<file path="src/rtl/rst_seq_pkg.sv">
package rst_seq_pkg;

  typedef enum logic [2:0] {
    S_COLD, S_LOCK, S_WARM, S_INTR, S_RELS, S_RUN
  } seq_state_e;

  localparam int CAUSE_W    = 6;
  localparam int C_COLD     = 0;
  localparam int C_WARM     = 1;
  localparam int C_SW_SOFT  = 2;
  localparam int C_SW_SYS   = 3;
  localparam int C_WDT_SOFT = 4;
  localparam int C_WDT_SYS  = 5;

  localparam logic [CAUSE_W-1:0] CAUSE_COLD = CAUSE_W'(1) << C_COLD;
  localparam logic [CAUSE_W-1:0] CAUSE_WARM = CAUSE_W'(1) << C_WARM;

endpackage

</file>
<file path="src/rtl/rst_sync.sv">
module rst_sync #(
  parameter int STAGES = 2
) (
  input  logic clk_i,
  input  logic arst_ni,
  output logic sync_no
);
  logic [STAGES-1:0] q;

  // async assert, synchronous release
  always_ff @(posedge clk_i or negedge arst_ni) begin
    if (!arst_ni) q <= '0;
    else          q <= {q[STAGES-2:0], 1'b1};
  end

  assign sync_no = q[STAGES-1];
endmodule

</file>
<file path="src/rtl/rst_req_arb.sv">
module rst_req_arb
  import rst_seq_pkg::*;
(
  input  logic               sw_soft_i,
  input  logic               sw_sys_i,
  input  logic               wdt_soft_i,
  input  logic               wdt_sys_i,
  output logic [CAUSE_W-1:0] grant_o
);
  always_comb begin
    grant_o = '0;
    if      (wdt_sys_i)  grant_o[C_WDT_SYS]  = 1'b1;
    else if (sw_sys_i)   grant_o[C_SW_SYS]   = 1'b1;
    else if (wdt_soft_i) grant_o[C_WDT_SOFT] = 1'b1;
    else if (sw_soft_i)  grant_o[C_SW_SOFT]  = 1'b1;
  end
endmodule

</file>
<file path="src/rtl/rst_seq_fsm.sv">
module rst_seq_fsm
  import rst_seq_pkg::*;
#(
  parameter int LOCK_CYC = 1024,
  parameter int INT_CYC  = 64
) (
  input  logic               clk_i,
  input  logic               rst_sync_ni,
  input  logic               warm_sync_ni,
  input  logic [CAUSE_W-1:0] grant_i,
  output seq_state_e         state_o,
  output logic               board_seq_o,
  output logic               link_cold_o,
  output logic [CAUSE_W-1:0] cause_o,
  output logic               mult_cap_o,
  output logic               cfg_cap_o
);
  localparam int MAXC  = (LOCK_CYC > INT_CYC) ? LOCK_CYC : INT_CYC;
  localparam int CNT_W = $clog2(MAXC) + 1;
  localparam logic [CNT_W-1:0] LOCK_LAST = CNT_W'(LOCK_CYC - 1);
  localparam logic [CNT_W-1:0] INT_LAST  = CNT_W'(INT_CYC - 1);

  seq_state_e         state_q, state_d;
  logic [CNT_W-1:0]   cnt_q, cnt_d;
  logic               board_q, board_d, linkc_q, linkc_d;
  logic [CAUSE_W-1:0] cause_q, cause_d;
  logic               warm_hit;

  // warm pin only counts once the cold flow has finished its lock delay
  assign warm_hit = !warm_sync_ni &&
                    (state_q inside {S_INTR, S_RELS, S_RUN});

  always_comb begin
    state_d    = state_q;
    cnt_d      = cnt_q;
    board_d    = board_q;
    linkc_d    = linkc_q;
    cause_d    = cause_q;
    mult_cap_o = 1'b0;
    cfg_cap_o  = 1'b0;
    if (warm_hit) begin
      state_d = S_WARM;
      board_d = 1'b1;
      linkc_d = 1'b0;
      cause_d = CAUSE_WARM;
    end else begin
      unique case (state_q)
        S_COLD: begin
          state_d    = S_LOCK;
          cnt_d      = '0;
          mult_cap_o = 1'b1;
        end
        S_LOCK: begin
          if (cnt_q == LOCK_LAST) begin
            state_d   = S_INTR;
            cnt_d     = '0;
            cfg_cap_o = 1'b1;
          end else cnt_d = cnt_q + 1'b1;
        end
        S_WARM: begin
          if (warm_sync_ni) begin
            state_d = S_INTR;
            cnt_d   = '0;
          end
        end
        S_INTR: begin
          if (cnt_q == INT_LAST) state_d = S_RELS;
          else                   cnt_d   = cnt_q + 1'b1;
        end
        S_RELS: state_d = S_RUN;
        S_RUN: begin
          if (|grant_i) begin
            state_d   = S_INTR;
            cnt_d     = '0;
            board_d   = grant_i[C_SW_SYS] | grant_i[C_WDT_SYS];
            linkc_d   = 1'b0;
            cause_d   = grant_i;
            cfg_cap_o = grant_i[C_SW_SYS];
          end
        end
        default: state_d = S_COLD;
      endcase
    end
  end

  always_ff @(posedge clk_i or negedge rst_sync_ni) begin
    if (!rst_sync_ni) begin
      state_q <= S_COLD;
      cnt_q   <= '0;
      board_q <= 1'b1;
      linkc_q <= 1'b1;
      cause_q <= CAUSE_COLD;
    end else begin
      state_q <= state_d;
      cnt_q   <= cnt_d;
      board_q <= board_d;
      linkc_q <= linkc_d;
      cause_q <= cause_d;
    end
  end

  assign state_o     = state_q;
  assign board_seq_o = board_q;
  assign link_cold_o = linkc_q;
  assign cause_o     = cause_q;

  a_r4_cpu_after_sys: assert property (@(posedge clk_i) disable iff (!rst_sync_ni)
    (state_q == S_RUN) |-> ($past(state_q) == S_RELS || $past(state_q) == S_RUN));
  a_r5_warm_no_lock: assert property (@(posedge clk_i) disable iff (!rst_sync_ni)
    (state_q == S_WARM) |=> (state_q inside {S_WARM, S_INTR}));
  a_r6_lock_uninterrupted: assert property (@(posedge clk_i) disable iff (!rst_sync_ni)
    (state_q == S_LOCK && cnt_q != LOCK_LAST) |=> (state_q == S_LOCK));
  a_r11_no_req_in_seq: assert property (@(posedge clk_i) disable iff (!rst_sync_ni)
    (state_q == S_INTR && warm_sync_ni) |=> (state_q inside {S_INTR, S_RELS}));
  a_r12_cause_onehot: assert property (@(posedge clk_i) disable iff (!rst_sync_ni)
    $countones(cause_q) == 1);
endmodule

</file>
<file path="src/rtl/rst_cfg_capture.sv">
module rst_cfg_capture #(
  parameter int MULT_W = 6,
  parameter int CFG_W  = 16
) (
  input  logic              clk_i,
  input  logic              rst_sync_ni,
  input  logic              mult_cap_i,
  input  logic              cfg_cap_i,
  input  logic [MULT_W-1:0] pll_mult_i,
  input  logic [CFG_W-1:0]  cfg_bus_i,
  output logic [MULT_W-1:0] pll_mult_o,
  output logic [CFG_W-1:0]  cfg_o
);
  always_ff @(posedge clk_i or negedge rst_sync_ni) begin
    if (!rst_sync_ni) begin
      pll_mult_o <= '0;
      cfg_o      <= '0;
    end else begin
      if (mult_cap_i) pll_mult_o <= pll_mult_i;
      if (cfg_cap_i)  cfg_o      <= cfg_bus_i;
    end
  end
endmodule

</file>
<file path="src/rtl/rst_out_ctrl.sv">
module rst_out_ctrl
  import rst_seq_pkg::*;
(
  input  logic       clk_i,
  input  logic       rst_sync_ni,
  input  seq_state_e state_i,
  input  logic       board_seq_i,
  input  logic       link_cold_i,
  input  logic       ctrl_we_i,
  input  logic       ctrl_board_i,
  input  logic       ctrl_link_i,
  output logic       pll_start_o,
  output logic       sys_rst_no,
  output logic       cpu0_rst_no,
  output logic       board_rst_no,
  output logic       pci_rst_no,
  output logic       link_rst_no,
  output logic       link_pwrok_o
);
  logic in_int, sw_board_q, sw_link_q;

  assign in_int = state_i inside {S_COLD, S_LOCK, S_WARM, S_INTR};

  always_ff @(posedge clk_i or negedge rst_sync_ni) begin
    if (!rst_sync_ni) begin
      sw_board_q <= 1'b0;
      sw_link_q  <= 1'b0;
    end else if (in_int) begin
      sw_board_q <= 1'b0;
      sw_link_q  <= 1'b0;
    end else if (ctrl_we_i) begin
      sw_board_q <= ctrl_board_i;
      sw_link_q  <= ctrl_link_i;
    end
  end

  assign pll_start_o  = (state_i != S_COLD);
  assign sys_rst_no   = !in_int;
  assign cpu0_rst_no  = (state_i == S_RUN);
  assign board_rst_no = !((in_int && board_seq_i) || sw_board_q);
  assign pci_rst_no   = !in_int;
  assign link_rst_no  = !(in_int || sw_link_q);
  assign link_pwrok_o = !(in_int && link_cold_i);

  a_r8_sw_bits_clear: assert property (@(posedge clk_i) disable iff (!rst_sync_ni)
    (state_i == S_INTR) |=> (!sw_board_q && !sw_link_q));
endmodule

</file>
<file path="src/rtl/rst_seq_ctrl.sv">
module rst_seq_ctrl
  import rst_seq_pkg::*;
#(
  parameter int LOCK_CYC = 1024,
  parameter int INT_CYC  = 64,
  parameter int MULT_W   = 6,
  parameter int CFG_W    = 16,
  parameter int SYNC_N   = 2
) (
  input  logic               clk_i,
  input  logic               rst_ni,
  input  logic               warm_rst_ni,
  input  logic               sw_soft_req_i,
  input  logic               sw_sys_req_i,
  input  logic               wdt_soft_req_i,
  input  logic               wdt_sys_req_i,
  input  logic [MULT_W-1:0]  pll_mult_i,
  input  logic [CFG_W-1:0]   cfg_bus_i,
  input  logic               ctrl_we_i,
  input  logic               ctrl_board_i,
  input  logic               ctrl_link_i,
  output logic               pll_start_o,
  output logic [MULT_W-1:0]  pll_mult_o,
  output logic [CFG_W-1:0]   cfg_o,
  output logic               sys_rst_no,
  output logic               cpu0_rst_no,
  output logic               board_rst_no,
  output logic               pci_rst_no,
  output logic               link_rst_no,
  output logic               link_pwrok_o,
  output logic [CAUSE_W-1:0] cause_o
);
  logic               rst_sync_n, warm_sync_n;
  logic [CAUSE_W-1:0] grant;
  seq_state_e         state;
  logic               board_seq, link_cold, mult_cap, cfg_cap;

  rst_sync #(.STAGES(SYNC_N)) i_cold_sync (
    .clk_i(clk_i), .arst_ni(rst_ni), .sync_no(rst_sync_n));
  rst_sync #(.STAGES(SYNC_N)) i_warm_sync (
    .clk_i(clk_i), .arst_ni(warm_rst_ni), .sync_no(warm_sync_n));

  rst_req_arb i_arb (
    .sw_soft_i(sw_soft_req_i), .sw_sys_i(sw_sys_req_i),
    .wdt_soft_i(wdt_soft_req_i), .wdt_sys_i(wdt_sys_req_i),
    .grant_o(grant));

  rst_seq_fsm #(.LOCK_CYC(LOCK_CYC), .INT_CYC(INT_CYC)) i_fsm (
    .clk_i(clk_i), .rst_sync_ni(rst_sync_n), .warm_sync_ni(warm_sync_n),
    .grant_i(grant), .state_o(state), .board_seq_o(board_seq),
    .link_cold_o(link_cold), .cause_o(cause_o),
    .mult_cap_o(mult_cap), .cfg_cap_o(cfg_cap));

  rst_cfg_capture #(.MULT_W(MULT_W), .CFG_W(CFG_W)) i_cap (
    .clk_i(clk_i), .rst_sync_ni(rst_sync_n), .mult_cap_i(mult_cap),
    .cfg_cap_i(cfg_cap), .pll_mult_i(pll_mult_i), .cfg_bus_i(cfg_bus_i),
    .pll_mult_o(pll_mult_o), .cfg_o(cfg_o));

  rst_out_ctrl i_out (
    .clk_i(clk_i), .rst_sync_ni(rst_sync_n), .state_i(state),
    .board_seq_i(board_seq), .link_cold_i(link_cold),
    .ctrl_we_i(ctrl_we_i), .ctrl_board_i(ctrl_board_i),
    .ctrl_link_i(ctrl_link_i), .pll_start_o(pll_start_o),
    .sys_rst_no(sys_rst_no), .cpu0_rst_no(cpu0_rst_no),
    .board_rst_no(board_rst_no), .pci_rst_no(pci_rst_no),
    .link_rst_no(link_rst_no), .link_pwrok_o(link_pwrok_o));

  a_r2_pll_hold: assert property (@(posedge clk_i) disable iff (!rst_sync_n)
    pll_start_o |=> (pll_start_o && $stable(pll_mult_o)));
  a_r7_pci_with_sys: assert property (@(posedge clk_i) disable iff (!rst_sync_n)
    $rose(pci_rst_no) |-> $rose(sys_rst_no));
  a_r4_cpu_last: assert property (@(posedge clk_i) disable iff (!rst_sync_n)
    cpu0_rst_no |-> sys_rst_no);
endmodule

</file>
<file path="config.mk">
export PLATFORM = sky130hd
export DESIGN_NAME = rst_seq_ctrl
export DESIGN_NICKNAME = d
export VERILOG_FILES = /design/src/rtl/rst_seq_pkg.sv /design/src/rtl/rst_sync.sv /design/src/rtl/rst_req_arb.sv /design/src/rtl/rst_seq_fsm.sv /design/src/rtl/rst_cfg_capture.sv /design/src/rtl/rst_out_ctrl.sv /design/src/rtl/rst_seq_ctrl.sv
export SDC_FILE = /design/constraint.sdc
export NUM_CORES = 1
export LEC_CHECK = 0
export BUFFER_PORTS_ARGS = -buffer_cell sky130_fd_sc_hd__buf_2
export CORE_UTILIZATION = 47
export CTS_CLUSTER_SIZE = 40
export DETAILED_ROUTE_END_ITERATION = 6
export HOLD_SLACK_MARGIN = 0.08
export PLACE_DENSITY = 0.73
export SLEW_MARGIN = 20
export SYNTH_ARGS = -nofsm -noshare
export SYNTH_HDL_FRONTEND = slang
export SYNTH_HIERARCHICAL = 1
export SYNTH_SLANG_ARGS = --single-unit
</file>
<file path="constraint.sdc">
create_clock -name clk_i -period 1.7 [get_ports clk_i]
set_clock_uncertainty 0.05 [all_clocks]
set_input_delay 0.085 -clock clk_i [delete_from_list [all_inputs] [get_ports clk_i]]
set_output_delay 0.085 -clock clk_i [all_outputs]
set_load 0.01 [all_outputs]
</file>
==> impl_metrics.tcl <==
set metrics [dict create \
    num_vias 2327 \
    dp_hpwl_mm 4.10 \
    synth_edf_count 0 \
    fp.dieH_um 74.1 \
    nFillCells 270 \
    yosys_warnings 6 \
    dp.cells 379 \
    cts.sinks 50 \
    failed_checks "negative setup slack" \
    drc 0 \
    cp.required_ps 1860 \
    place_ws_ps -172 \
    setup_tns_ps -5170 \
    period_needed_ps 1930 \
    fp.coreArea_mm2 0.00485 \
    die_area_mm2 0.00549 \
    setup_ws_ps -234 \
    drt_iter0_markers 144 \
    area_delta_synth_final_pct 56.8 \
    ys_seq_area_share_pct 51.4 \
    leakagePower_nw 1.85 \
    crit_fanout 5 \
    status "finished with violations" \
    grt_max_degree 28 \
    grt_pass1_wl_mm 10.9 \
    hp-start "wdt_sys_req_i" \
    ir_drop_mv 0.995 \
    insertion_delay_ps 310 \
    drive_gt1_share_pct 52.1 \
    vias_per_cell 5.39 \
    clk_pin_slew_ps 100 \
    timing.rr.start "i_fsm/cnt_q[7]$_DFFE_PN0P_" \
    synth_cell_types 51 \
    post-route-util_pct 79.0 \
    place.gp.congestion 0.814 \
    ios 67 \
    start_kind "flip-flop" \
    drv_cap 0 \
    critical_path_class "reg -> reg" \
    drt_wl_total_mm 7.61 \
    track_usage_pct 27.1 \
    grt_antenna_before_repair 0 \
    cts_root_buffer "clkbuf_8" \
    io_buffers 66 \
    cts_tree "built" \
    slew_viol_final 0 \
    syn_avg_cell_area_um2 11.5 \
    layout.nets 397 \
    critPathArrivalTime_ps 2090 \
    dr.pass1.iters 5 \
    synth_ff_type "dfrtp_1" \
    final-hold-violation-count 0 \
    fp.dieW_um 74.1 \
    antennaDiodeCount 0 \
    crit_start "i_fsm/cnt_q[7]$_DFFE_PN0P_" \
    dr_wl_met2_mm 4.00 \
    cts_inserted_buffers 5 \
    drtAntennaViolNets 0 \
    wl_per_cell_um 17.6 \
    max_freq_mhz 517 \
    start_util_pct 50.4 \
    synth_area_mm2 0.00244 \
    wl_met1_mm 3.01 \
    layout.cells.non_filler 432 \
    top_layer "met4" \
    cts_max_level 2 \
    grt-ovfl-total 0 \
    rsz0062_at_grt "yes" \
    synthCells 212 \
    regToRegSetupSlack_ps -230 \
    setup_viol 29 \
    rr_worst_depth 6 \
    async_flop_share_pct 100 \
    wl_met3_um 406 \
    timing.final.crit_share_pct 114 \
    min_path_type "in -> reg" \
    core.rowCount 25 \
    end_kind "flip-flop" \
    min_path_cells 3 \
    p_per_area_mw_per_mm2 1400 \
    grt_pass1_vias 2219 \
    clockBufferDepth 2 \
    synth_seq_cells 50 \
]
[synth_stat cells, types with 4 or more instances]
library cell / count / area share, %
nor3_1: 4 / 0.82
clkbuf_1: 6 / 0.92
nand2_1: 11 / 1.7
nor2_1: 16 / 2.5
mux2_4: 10 / 6.1
nand3_1: 6 / 1.2
a22o_1: 6 / 2.2
mux2_2: 13 / 6.0
o41ai_1: 6 / 2.2
dfrtp_1: 47 / 48
nor2b_1: 4 / 1.0
nand2b_1: 7 / 1.8
a21oi_1: 4 / 0.82
buf_4: 4 / 1.2
o21ai_0: 9 / 1.8
[worst max-delay path, cell delays in order (launching register included)]
cell      delay, ps
dfrtp_1         420
or4_4           560
nor4_4          200
nand3b_4        220
buf_4           130
nor3_4           50
a22o_1          190
[worst paths after layout]
check                                                 to
setup / recovery              i_fsm/cnt_q[3]$_DFFE_PN0P_
hold reg to reg             i_fsm/state_o[2]$_DFFE_PN0P_
setup reg to reg              i_fsm/cnt_q[3]$_DFFE_PN0P_
min in group asynchronous   i_fsm/state_o[2]$_DFFE_PN0P_
hold / removal              i_fsm/cause_o[5]$_DFFE_PN0P_
max in group asynchronous  i_fsm/board_seq_o$_DFFE_PN1P_
[what timing repair did]
item | in CTS | in global routing
gates resized for setup | 13 | 12
endpoints found under the hold margin | 28 | 0
gates cloned | 0 | 1
pin swaps | 2 | 3
endpoints found under the setup margin | 29 | 30
buffers inserted | 2 | 12
hold buffers | 30 | 0
[state kept, by name, indices dropped and copies added (netlist names)]
name and cells:
i_cap/cfg_o 16, i_cap/pll_mult_o 6, i_cold_sync/q 2, i_fsm/board_seq_o 1, i_fsm/cause_o 6, i_fsm/cnt_q 11
i_fsm/link_cold_o 1, i_fsm/state_o 3, i_out/sw_board_q 1, i_out/sw_link_q 1, i_warm_sync/q 2
[final cells by class]
cell class              count  area, um^2  share of cell area [%]
flip-flops and latches     50        1260                    32.9
multi-input cells         145        1230                    32.2
repair buffers            159        1150                    30.1
well taps                  67        83.8                    2.19
clock buffers               5        68.8                    1.80
clock inverters             3        22.5                   0.588
inverters                   3        11.3                   0.294
[stage by stage]
stage               area [um^2]  total power (W)  hold WS (ps)
floorplan                  2510          0.00324          -261
global placement           3200          0.00409          -180
detailed placement         3200          0.00416          -175
CTS                        3660          0.00507           104
global route               3830          0.00565           122
finish                     3830          0.00536           115
[power breakdown]
part	switching (W)	leakage [nW]	internal [W]
logic	0.00129	1.20	0.00141
clock network	0.000453	0.0489	0.000299
registers	0.000323	0.609	0.00158
total	0.00207	1.85	0.00330
[layer usage]
layer  vias up  GRT usage [%]
met5         -              0
met4         0           8.76
met3        18           5.83
met2       111           45.5
met1      1133           35.0
li1       1065              -
[cells in the final DEF (no fill, tap or decap), types with 4 or more instances in the layout]
master / count
a21oi_1: 4
buf_2: 66
conb_1: 4
o21ai_2: 4
dfrtp_1: 44
nand2b_1: 6
mux2_4: 17
clkbuf_8: 5
nor2_1: 16
buf_4: 58
o21ai_0: 8
nand3_1: 6
mux2_2: 6
dlygate4sd3_1: 30
nand2_1: 10
a22o_1: 6
[kinds of logic after synthesis]
family / synth area share (%)
AO/OA/AOI/OAI: 13.1
multiplexers: 13.0
adder cells (fa/ha/maj): 0.512
other: 0.461
buffers and inverters: 4.76
AND/OR/NAND/NOR: 16.8
flip-flops: 51.4
Power figures use the tool's default switching activity.
